<file path="src/rtl/sesl_pkg.sv">
package sesl_pkg;

  localparam int BYTE_W = 8;

  typedef enum logic [3:0] {
    PH_IDLE,
    PH_DEV,
    PH_DEV_ACK,
    PH_WADR,
    PH_WADR_ACK,
    PH_WDAT,
    PH_WDAT_ACK,
    PH_RDAT,
    PH_RACK
  } phase_e;

endpackage

</file>
<file path="src/rtl/sesl_deglitch.sv">
module sesl_deglitch #(
  parameter int FILT_LEN = 4
) (
  input  logic clk,
  input  logic rst_n,
  input  logic in_raw,
  output logic level
);
  localparam int CW = $clog2(FILT_LEN + 1);

  logic [1:0]    sync_q;
  logic [CW-1:0] run_q;

  // two-flop synchroniser, then a level that moves only after
  // FILT_LEN consecutive cycles of disagreement
  always_ff @(posedge clk or negedge rst_n) begin
    if (!rst_n) begin
      sync_q <= 2'b11;
      run_q  <= '0;
      level  <= 1'b1;
    end else begin
      sync_q <= {sync_q[0], in_raw};
      if (sync_q[1] == level) begin
        run_q <= '0;
      end else if (run_q == CW'(FILT_LEN - 1)) begin
        level <= sync_q[1];
        run_q <= '0;
      end else begin
        run_q <= run_q + CW'(1);
      end
    end
  end
endmodule

</file>
<file path="src/rtl/sesl_line_events.sv">
module sesl_line_events (
  input  logic clk,
  input  logic rst_n,
  input  logic scl_lvl,
  input  logic sda_lvl,
  output logic scl_rise,
  output logic scl_fall,
  output logic start_ev,
  output logic stop_ev
);
  logic scl_q, sda_q;

  always_ff @(posedge clk or negedge rst_n) begin
    if (!rst_n) begin
      scl_q <= 1'b1;
      sda_q <= 1'b1;
    end else begin
      scl_q <= scl_lvl;
      sda_q <= sda_lvl;
    end
  end

  assign scl_rise = scl_lvl & ~scl_q;
  assign scl_fall = ~scl_lvl & scl_q;
  assign start_ev = scl_lvl & scl_q & sda_q & ~sda_lvl;
  assign stop_ev  = scl_lvl & scl_q & ~sda_q & sda_lvl;
endmodule

</file>
<file path="src/rtl/sesl_ptr.sv">
module sesl_ptr #(
  parameter int ADDR_W    = 8,
  parameter int PAGE_BITS = 3
) (
  input  logic              clk,
  input  logic              rst_n,
  input  logic              load,
  input  logic [ADDR_W-1:0] load_val,
  input  logic              step_page,
  input  logic              step_wrap,
  output logic [ADDR_W-1:0] ptr
);
  logic [ADDR_W-1:0] wrap_next, page_next;

  assign wrap_next = ptr + ADDR_W'(1);

  if (PAGE_BITS >= ADDR_W) begin : g_flat
    assign page_next = wrap_next;
  end else begin : g_paged
    assign page_next = {ptr[ADDR_W-1:PAGE_BITS],
                        ptr[PAGE_BITS-1:0] + PAGE_BITS'(1)};
  end

  always_ff @(posedge clk or negedge rst_n) begin
    if (!rst_n)         ptr <= '0;
    else if (load)      ptr <= load_val;
    else if (step_page) ptr <= page_next;
    else if (step_wrap) ptr <= wrap_next;
  end
endmodule

</file>
<file path="src/rtl/eeprom_serial_slave.sv">
module eeprom_serial_slave
  import sesl_pkg::*;
#(
  parameter int         FILT_LEN  = 4,
  parameter int         ADDR_W    = 8,
  parameter int         PAGE_BITS = 3,
  parameter logic [6:0] DEV_CODE  = 7'b1010000
) (
  input  logic              clk,
  input  logic              rst_n,
  input  logic              scl_i,
  input  logic              sda_i,
  output logic              sda_drive_low_o,
  input  logic              busy_i,
  output logic              wr_valid_o,
  input  logic              wr_ready_i,
  output logic [ADDR_W-1:0] wr_addr_o,
  output logic [BYTE_W-1:0] wr_data_o,
  output logic              wr_commit_o,
  output logic              rd_valid_o,
  input  logic              rd_ready_i,
  output logic [ADDR_W-1:0] rd_addr_o,
  input  logic [BYTE_W-1:0] rd_data_i
);
  localparam int NLINES = 2;

  // ---------------- line cleaning ----------------
  logic [NLINES-1:0] raw_lines, filt_lines;
  assign raw_lines = {scl_i, sda_i};

  for (genvar g = 0; g < NLINES; g++) begin : g_filt
    sesl_deglitch #(.FILT_LEN(FILT_LEN)) u_flt (
      .clk    (clk),
      .rst_n  (rst_n),
      .in_raw (raw_lines[g]),
      .level  (filt_lines[g])
    );
  end

  logic scl_f, sda_f;
  assign scl_f = filt_lines[1];
  assign sda_f = filt_lines[0];

  logic scl_rise, scl_fall, start_ev, stop_ev;
  sesl_line_events u_evt (
    .clk      (clk),
    .rst_n    (rst_n),
    .scl_lvl  (scl_f),
    .sda_lvl  (sda_f),
    .scl_rise (scl_rise),
    .scl_fall (scl_fall),
    .start_ev (start_ev),
    .stop_ev  (stop_ev)
  );

  // ---------------- sequencer state ----------------
  phase_e            phase_q;
  logic [2:0]        bit_cnt_q;
  logic              byte_done_q;
  logic [BYTE_W-1:0] rx_q, tx_q;
  logic              rw_q, mack_q, drive_q, wrote_q, commit_q;
  logic              wr_valid_q, rd_valid_q;
  logic [ADDR_W-1:0] wr_addr_q;
  logic [BYTE_W-1:0] wr_data_q;
  logic [ADDR_W-1:0] ptr;

  logic rx_phase, byte_fall, addr_hit, rd_hs;
  logic ptr_load, ptr_step_page;

  assign rx_phase  = (phase_q == PH_DEV) || (phase_q == PH_WADR) ||
                     (phase_q == PH_WDAT);
  assign byte_fall = scl_fall && byte_done_q;
  assign addr_hit  = (rx_q[7:1] == DEV_CODE) && !busy_i;
  assign rd_hs     = rd_valid_q && rd_ready_i;

  assign ptr_load      = (phase_q == PH_WADR) && byte_fall;
  assign ptr_step_page = (phase_q == PH_WDAT) && byte_fall;

  sesl_ptr #(.ADDR_W(ADDR_W), .PAGE_BITS(PAGE_BITS)) u_ptr (
    .clk       (clk),
    .rst_n     (rst_n),
    .load      (ptr_load),
    .load_val  (rx_q[ADDR_W-1:0]),
    .step_page (ptr_step_page),
    .step_wrap (rd_hs),
    .ptr       (ptr)
  );

  always_ff @(posedge clk or negedge rst_n) begin
    if (!rst_n) begin
      phase_q     <= PH_IDLE;
      bit_cnt_q   <= '0;
      byte_done_q <= 1'b0;
      rx_q        <= '0;
      tx_q        <= '0;
      rw_q        <= 1'b0;
      mack_q      <= 1'b0;
      drive_q     <= 1'b0;
      wrote_q     <= 1'b0;
      commit_q    <= 1'b0;
      wr_valid_q  <= 1'b0;
      wr_addr_q   <= '0;
      wr_data_q   <= '0;
      rd_valid_q  <= 1'b0;
    end else begin
      commit_q <= 1'b0;
      if (wr_valid_q && wr_ready_i) wr_valid_q <= 1'b0;
      if (rd_hs) begin
        rd_valid_q <= 1'b0;
        tx_q       <= rd_data_i;
      end

      if (start_ev) begin
        phase_q     <= PH_DEV;
        bit_cnt_q   <= '0;
        byte_done_q <= 1'b0;
        drive_q     <= 1'b0;
        wrote_q     <= 1'b0;
      end else if (stop_ev) begin
        phase_q  <= PH_IDLE;
        drive_q  <= 1'b0;
        commit_q <= wrote_q;
        wrote_q  <= 1'b0;
      end else begin
        if (rx_phase && scl_rise) begin
          rx_q      <= {rx_q[BYTE_W-2:0], sda_f};
          bit_cnt_q <= bit_cnt_q + 3'd1;
          if (bit_cnt_q == 3'd7) byte_done_q <= 1'b1;
        end

        case (phase_q)
          PH_DEV: if (byte_fall) begin
            byte_done_q <= 1'b0;
            if (addr_hit) begin
              drive_q <= 1'b1;
              rw_q    <= rx_q[0];
              phase_q <= PH_DEV_ACK;
              if (rx_q[0]) rd_valid_q <= 1'b1;
            end else begin
              phase_q <= PH_IDLE;
            end
          end
          PH_DEV_ACK: if (scl_fall) begin
            bit_cnt_q <= '0;
            if (rw_q) begin
              drive_q <= ~tx_q[7];
              tx_q    <= {tx_q[BYTE_W-2:0], 1'b0};
              phase_q <= PH_RDAT;
            end else begin
              drive_q <= 1'b0;
              phase_q <= PH_WADR;
            end
          end
          PH_WADR: if (byte_fall) begin
            byte_done_q <= 1'b0;
            drive_q     <= 1'b1;
            phase_q     <= PH_WADR_ACK;
          end
          PH_WADR_ACK, PH_WDAT_ACK: if (scl_fall) begin
            drive_q <= 1'b0;
            phase_q <= PH_WDAT;
          end
          PH_WDAT: if (byte_fall) begin
            byte_done_q <= 1'b0;
            drive_q     <= 1'b1;
            wrote_q     <= 1'b1;
            wr_valid_q  <= 1'b1;
            wr_addr_q   <= ptr;
            wr_data_q   <= rx_q;
            phase_q     <= PH_WDAT_ACK;
          end
          PH_RDAT: if (scl_fall) begin
            if (bit_cnt_q == 3'd7) begin
              drive_q <= 1'b0;
              phase_q <= PH_RACK;
            end else begin
              drive_q   <= ~tx_q[7];
              tx_q      <= {tx_q[BYTE_W-2:0], 1'b0};
              bit_cnt_q <= bit_cnt_q + 3'd1;
            end
          end
          PH_RACK: begin
            if (scl_rise) begin
              mack_q <= ~sda_f;
              if (!sda_f) rd_valid_q <= 1'b1;
            end
            if (scl_fall) begin
              if (mack_q) begin
                drive_q   <= ~tx_q[7];
                tx_q      <= {tx_q[BYTE_W-2:0], 1'b0};
                bit_cnt_q <= '0;
                phase_q   <= PH_RDAT;
              end else begin
                phase_q <= PH_IDLE;
              end
            end
          end
          default: ;
        endcase
      end
    end
  end

  assign sda_drive_low_o = drive_q;
  assign wr_valid_o      = wr_valid_q;
  assign wr_addr_o       = wr_addr_q;
  assign wr_data_o       = wr_data_q;
  assign wr_commit_o     = commit_q;
  assign rd_valid_o      = rd_valid_q;
  assign rd_addr_o       = ptr;
endmodule

</file>
<file path="config.mk">
export PLATFORM = sky130hd
export DESIGN_NAME = eeprom_serial_slave
export DESIGN_NICKNAME = d
export VERILOG_FILES = /design/src/rtl/sesl_pkg.sv /design/src/rtl/sesl_deglitch.sv /design/src/rtl/sesl_line_events.sv /design/src/rtl/sesl_ptr.sv /design/src/rtl/eeprom_serial_slave.sv
export SDC_FILE = /design/constraint.sdc
export NUM_CORES = 1
export LEC_CHECK = 0
export ABC_AREA = 0
export BUFFER_PORTS_ARGS = -buffer_cell sky130_fd_sc_hd__buf_2
export CORE_MARGIN = 4
export CORE_UTILIZATION = 40
export CTS_CLUSTER_DIAMETER = 120
export CTS_CLUSTER_SIZE = 10
export DETAILED_ROUTE_END_ITERATION = 12
export HOLD_SLACK_MARGIN = 0.12
export PLACE_DENSITY = 0.59
export SLEW_MARGIN = 20
export SYNTH_ARGS = -nofsm -noshare
export SYNTH_HDL_FRONTEND = slang
export SYNTH_SLANG_ARGS = --single-unit
export TNS_END_PERCENT = 10
</file>
<file path="constraint.sdc">
create_clock -name clk -period 4.1 [get_ports clk]
set_input_delay 0.205 -clock clk [delete_from_list [all_inputs] [get_ports clk]]
set_output_delay 0.205 -clock clk [all_outputs]
set_load 0.01 [all_outputs]
</file>
==> results.md <==
- Run status: finished clean
- Element type at the critical path start: register
- Core area: approximately 8300 sq um
- Maximum fanout along the worst path: 17
- Top-Level Pins: 43
- Floorplan die area: 10100 sq um
- Quantity of gates resized following cts: 0
- Most frequent cells in the layout: dfrtp_1, buf_2, nand2_1, mux2_2, o21ai_0
- Sequential-to-total area share from yosys stat: approximately half
- Crit path required time: around 4300 ps
- TritonCTS clock tree: built
- Number of cells on the worst reg-to-reg path: 5
- Post-detailed-route count of antenna-violating nets: 0
- Area delta synth->final: 14.7%
- Final layout net count: 367
- Power per unit of standard cell area: ~600 nW/um^2
- Post-route cell area: around 3900 sq um
- Post-synthesis register bit count: 69
- Hold WC Path Type: in2reg
- Placement-stage cell area: 3710 sq um
- Maximum number of pins on one net before global-route repair: 37
- Effective utilization at floorplan: 41.3%
- Post-Synthesis Cell Area: 3430 sq um
- Final clock skew: 7.64 ps
- Initial DRC Count: between 80 and 90
- Via count of the first global-routing pass: between 2000 and 2500
- Count of warnings emitted by yosys: 0
- Total number of vias: approximately 2500
- Final WL: 7030 microns
- Clock insertion delay at the later pin of the skew report: 340 ps
- Post-Syn Area per Cell: approximately 11 sq um
- Endpoint type of the worst setup path: register
- Reg2Reg Setup Slack: 1490 ps
- Finish-stage setup viols: 0
- Number of buffers inserted during clock tree synthesis: 9
- Post-synth EDFFs: 0
- Register clock-pin slew on the reported worst setup and hold paths: about 70 ps
- Fin crit period: 2610 ps
- Final core utilization: a little under half
- Detailed-placement wirelength estimate: 5050 microns
- Share of cells above drive strength 1: around 28%
- Number of cell rows: 33
- Number of input and output port buffers inserted: 42
- Worst reg2reg endpoint: wr_data_o[6]
- Syn nets: 321
- Number of stages on the worst hold path: 3
- Antenna violations before repair: 0
- Placement-stage worst setup slack: about 1500 ps
- Routed wire length per instance: roughly 15 microns
- Reg2reg start: phase_q[3]
- Wire length of the first global-routing pass: about 12000 microns
- Worst Tran Pin Value: roughly 800 ps
- Most common cell after layout, fill and taps aside: dfrtp_1
- Vias per cell: around 5.4
- Maximum count of clock buffers along a single path: 2
- Floorplan die height: 101 microns
- Clock root buffer master: clkbuf_8
- Worst Hold Endpoint: tx_q[2]
- Maximum ir drop on the vdd rail: between 0.0003 and 0.0004 V
- H-Tree Level Count: 3
- Number of instances in the synthesized netlist: 301
- RSZ-0062 raised after global routing: no
- Worst min-delay path startpoint: rd_data_i[2]
- GR Util All Layers: 15.3%
- Drt first pass iters: 4
- Proportion of register bits with asynchronous set or reset after synthesis: 100%
- Fin. max-slew vios: 0
- Max_cap viols: 0
- Portion of the clock cycle consumed by the worst path in the final layout: 63.6%
- Global route total overflow: 0
- Final weighted congestion in routability-driven placement: 0.801
- Leakage dissipation: about 1.9 nW
- Antenna Diode Count: 0
- Netlist cell types: just under 60
- Achievable clock frequency: between 300 and 400 MHz
- Final total negative setup slack: 0 ps
- Worst Setup Slack, final: between 1000 and 1500 ps
- Signal arrival time at the worst endpoint: 2830 ps
- Endpoints failing hold: 0
- Die Span X: 101 microns
- Worst slew margin relative to its limit: 46.4%
- Critical path type: reg2reg
- DRC violations left: 0
- Primary flip-flop cell chosen by synthesis mapping: dfrtp_1
- Clock sinks: 69
## worst max path at each step
stage / from / endpoint / slack, ps / depth (start not counted)
detailed placement: phase_q[3] / wr_data_o[6] / 1490 / 5
finish: phase_q[3] / wr_data_o[6] / 1490 / 5
floorplan: g_filt[1].u_flt.level / phase_q[3] / 2290 / 6
global placement: phase_q[3] / wr_addr_o[4] / 1580 / 5
global route: phase_q[3] / wr_data_o[6] / 1360 / 5
CTS: phase_q[3] / wr_addr_o[0] / 1490 / 5
## metrics by stage
| stage | power [mW] | std cells | hold slack, ps |
|---|---|---|---|
| 4_1_cts | 2.41 | 457 | 126 |
| 6_report | 2.38 | 457 | 137 |
| 2_1_floorplan | 1.66 | 301 | -90.6 |
| 3_5_place_dp | 1.85 | 438 | 311 |
| 5_1_grt | 2.57 | 457 | 146 |
| 3_3_place_gp | 1.83 | 438 | 311 |
## area by class of cell
class                           count  area (sq um)
Clock buffer                       13           149
Fill cell                         764          4360
Inverter                            6          22.5
Multi-Input combinational cell    214          1600
Tap cell                          105           131
Sequential cell                    69          1740
Clock inverter                      3          46.3
Timing Repair Buffer               47           255
## metal layers
metal / global-route usage, % / vias to the layer above / part of all wire, %
met5: 0 / - / 0
met4: 5.18 / 0 / 1.5
met3: 3.88 / 12 / 4.6
met2: 23.3 / 49 / 46
met1: 21.3 / 1224 / 48
li1: - / 1203 / -
## what timing repair did
item,in CTS,in global routing
hold endpoints to repair,37,0
hold buffers,3,0
buffers inserted,0,0
endpoints found under the setup margin,0,0
## flip-flops by register name (all words and copies together) (netlist names)
| name | count |
|---|---|
| mack_q | 1 |
| wr_valid_o | 1 |
| wr_addr_o | 8 |
| wr_commit_o | 1 |
| rx_q | 8 |
| sda_drive_low_o | 1 |
| u_ptr.ptr | 8 |
| bit_cnt_q | 3 |
| wr_data_o | 8 |
| u_evt.scl_q | 1 |
| u_evt.sda_q | 1 |
| byte_done_q | 1 |
| rw_q | 1 |
| rd_valid_o | 1 |
| phase_q | 4 |
| g_filt.u_flt.level | 2 |
| wrote_q | 1 |
| g_filt.u_flt.run_q | 6 |
| tx_q | 8 |
| g_filt.u_flt.sync_q | 4 |
## worst max-delay path: stages (launching register included)
cell	delay, ps
dfrtp_1	610
and2b_1	400
nand3_2	130
nor3b_2	690
buf_4	310
mux2_1	340
## cells by family after synthesis
logic type	Yosys count	synth area share [%]
XOR/XNOR	4	1.02
adder cells (fa/ha/maj)	5	1.82
multiplexers	42	13.3
AND/OR/NAND/NOR	94	16.7
flip-flops	69	50.6
buffers and inverters	18	2.88
AO/OA/AOI/OAI	69	13.7
## power by group
group,internal [mW],switching [mW]
logic,0.362,0.366
registers,0.862,0.243
clock network,0.300,0.253
total,1.52,0.862
## synthesized netlist by cell type, types with 3 or more instances
cell type	n	area, sq um
nand2_1	26	97.6
o21ai_1	8	40.0
nor2b_1	8	50.1
a31oi_1	5	31.3
a21o_1	5	37.5
nand2b_1	4	25.0
buf_4	5	37.5
inv_1	6	22.5
mux2_1	9	101
nor3b_1	5	37.5
and2b_1	3	22.5
o21a_1	3	22.5
mux2_2	19	214
xnor2_1	4	35.0
buf_2	4	20.0
nand3_1	12	60.1
ha_1	5	62.6
dfrtp_1	61	1530
nor3_1	3	15.0
a21oi_1	11	55.1
nor4b_1	3	26.3
dfstp_2	8	210
o21ai_0	15	75.1
o22ai_1	4	25.0
nor2_1	11	41.3
mux2i_1	14	140
Power figures use the tool's default switching activity.
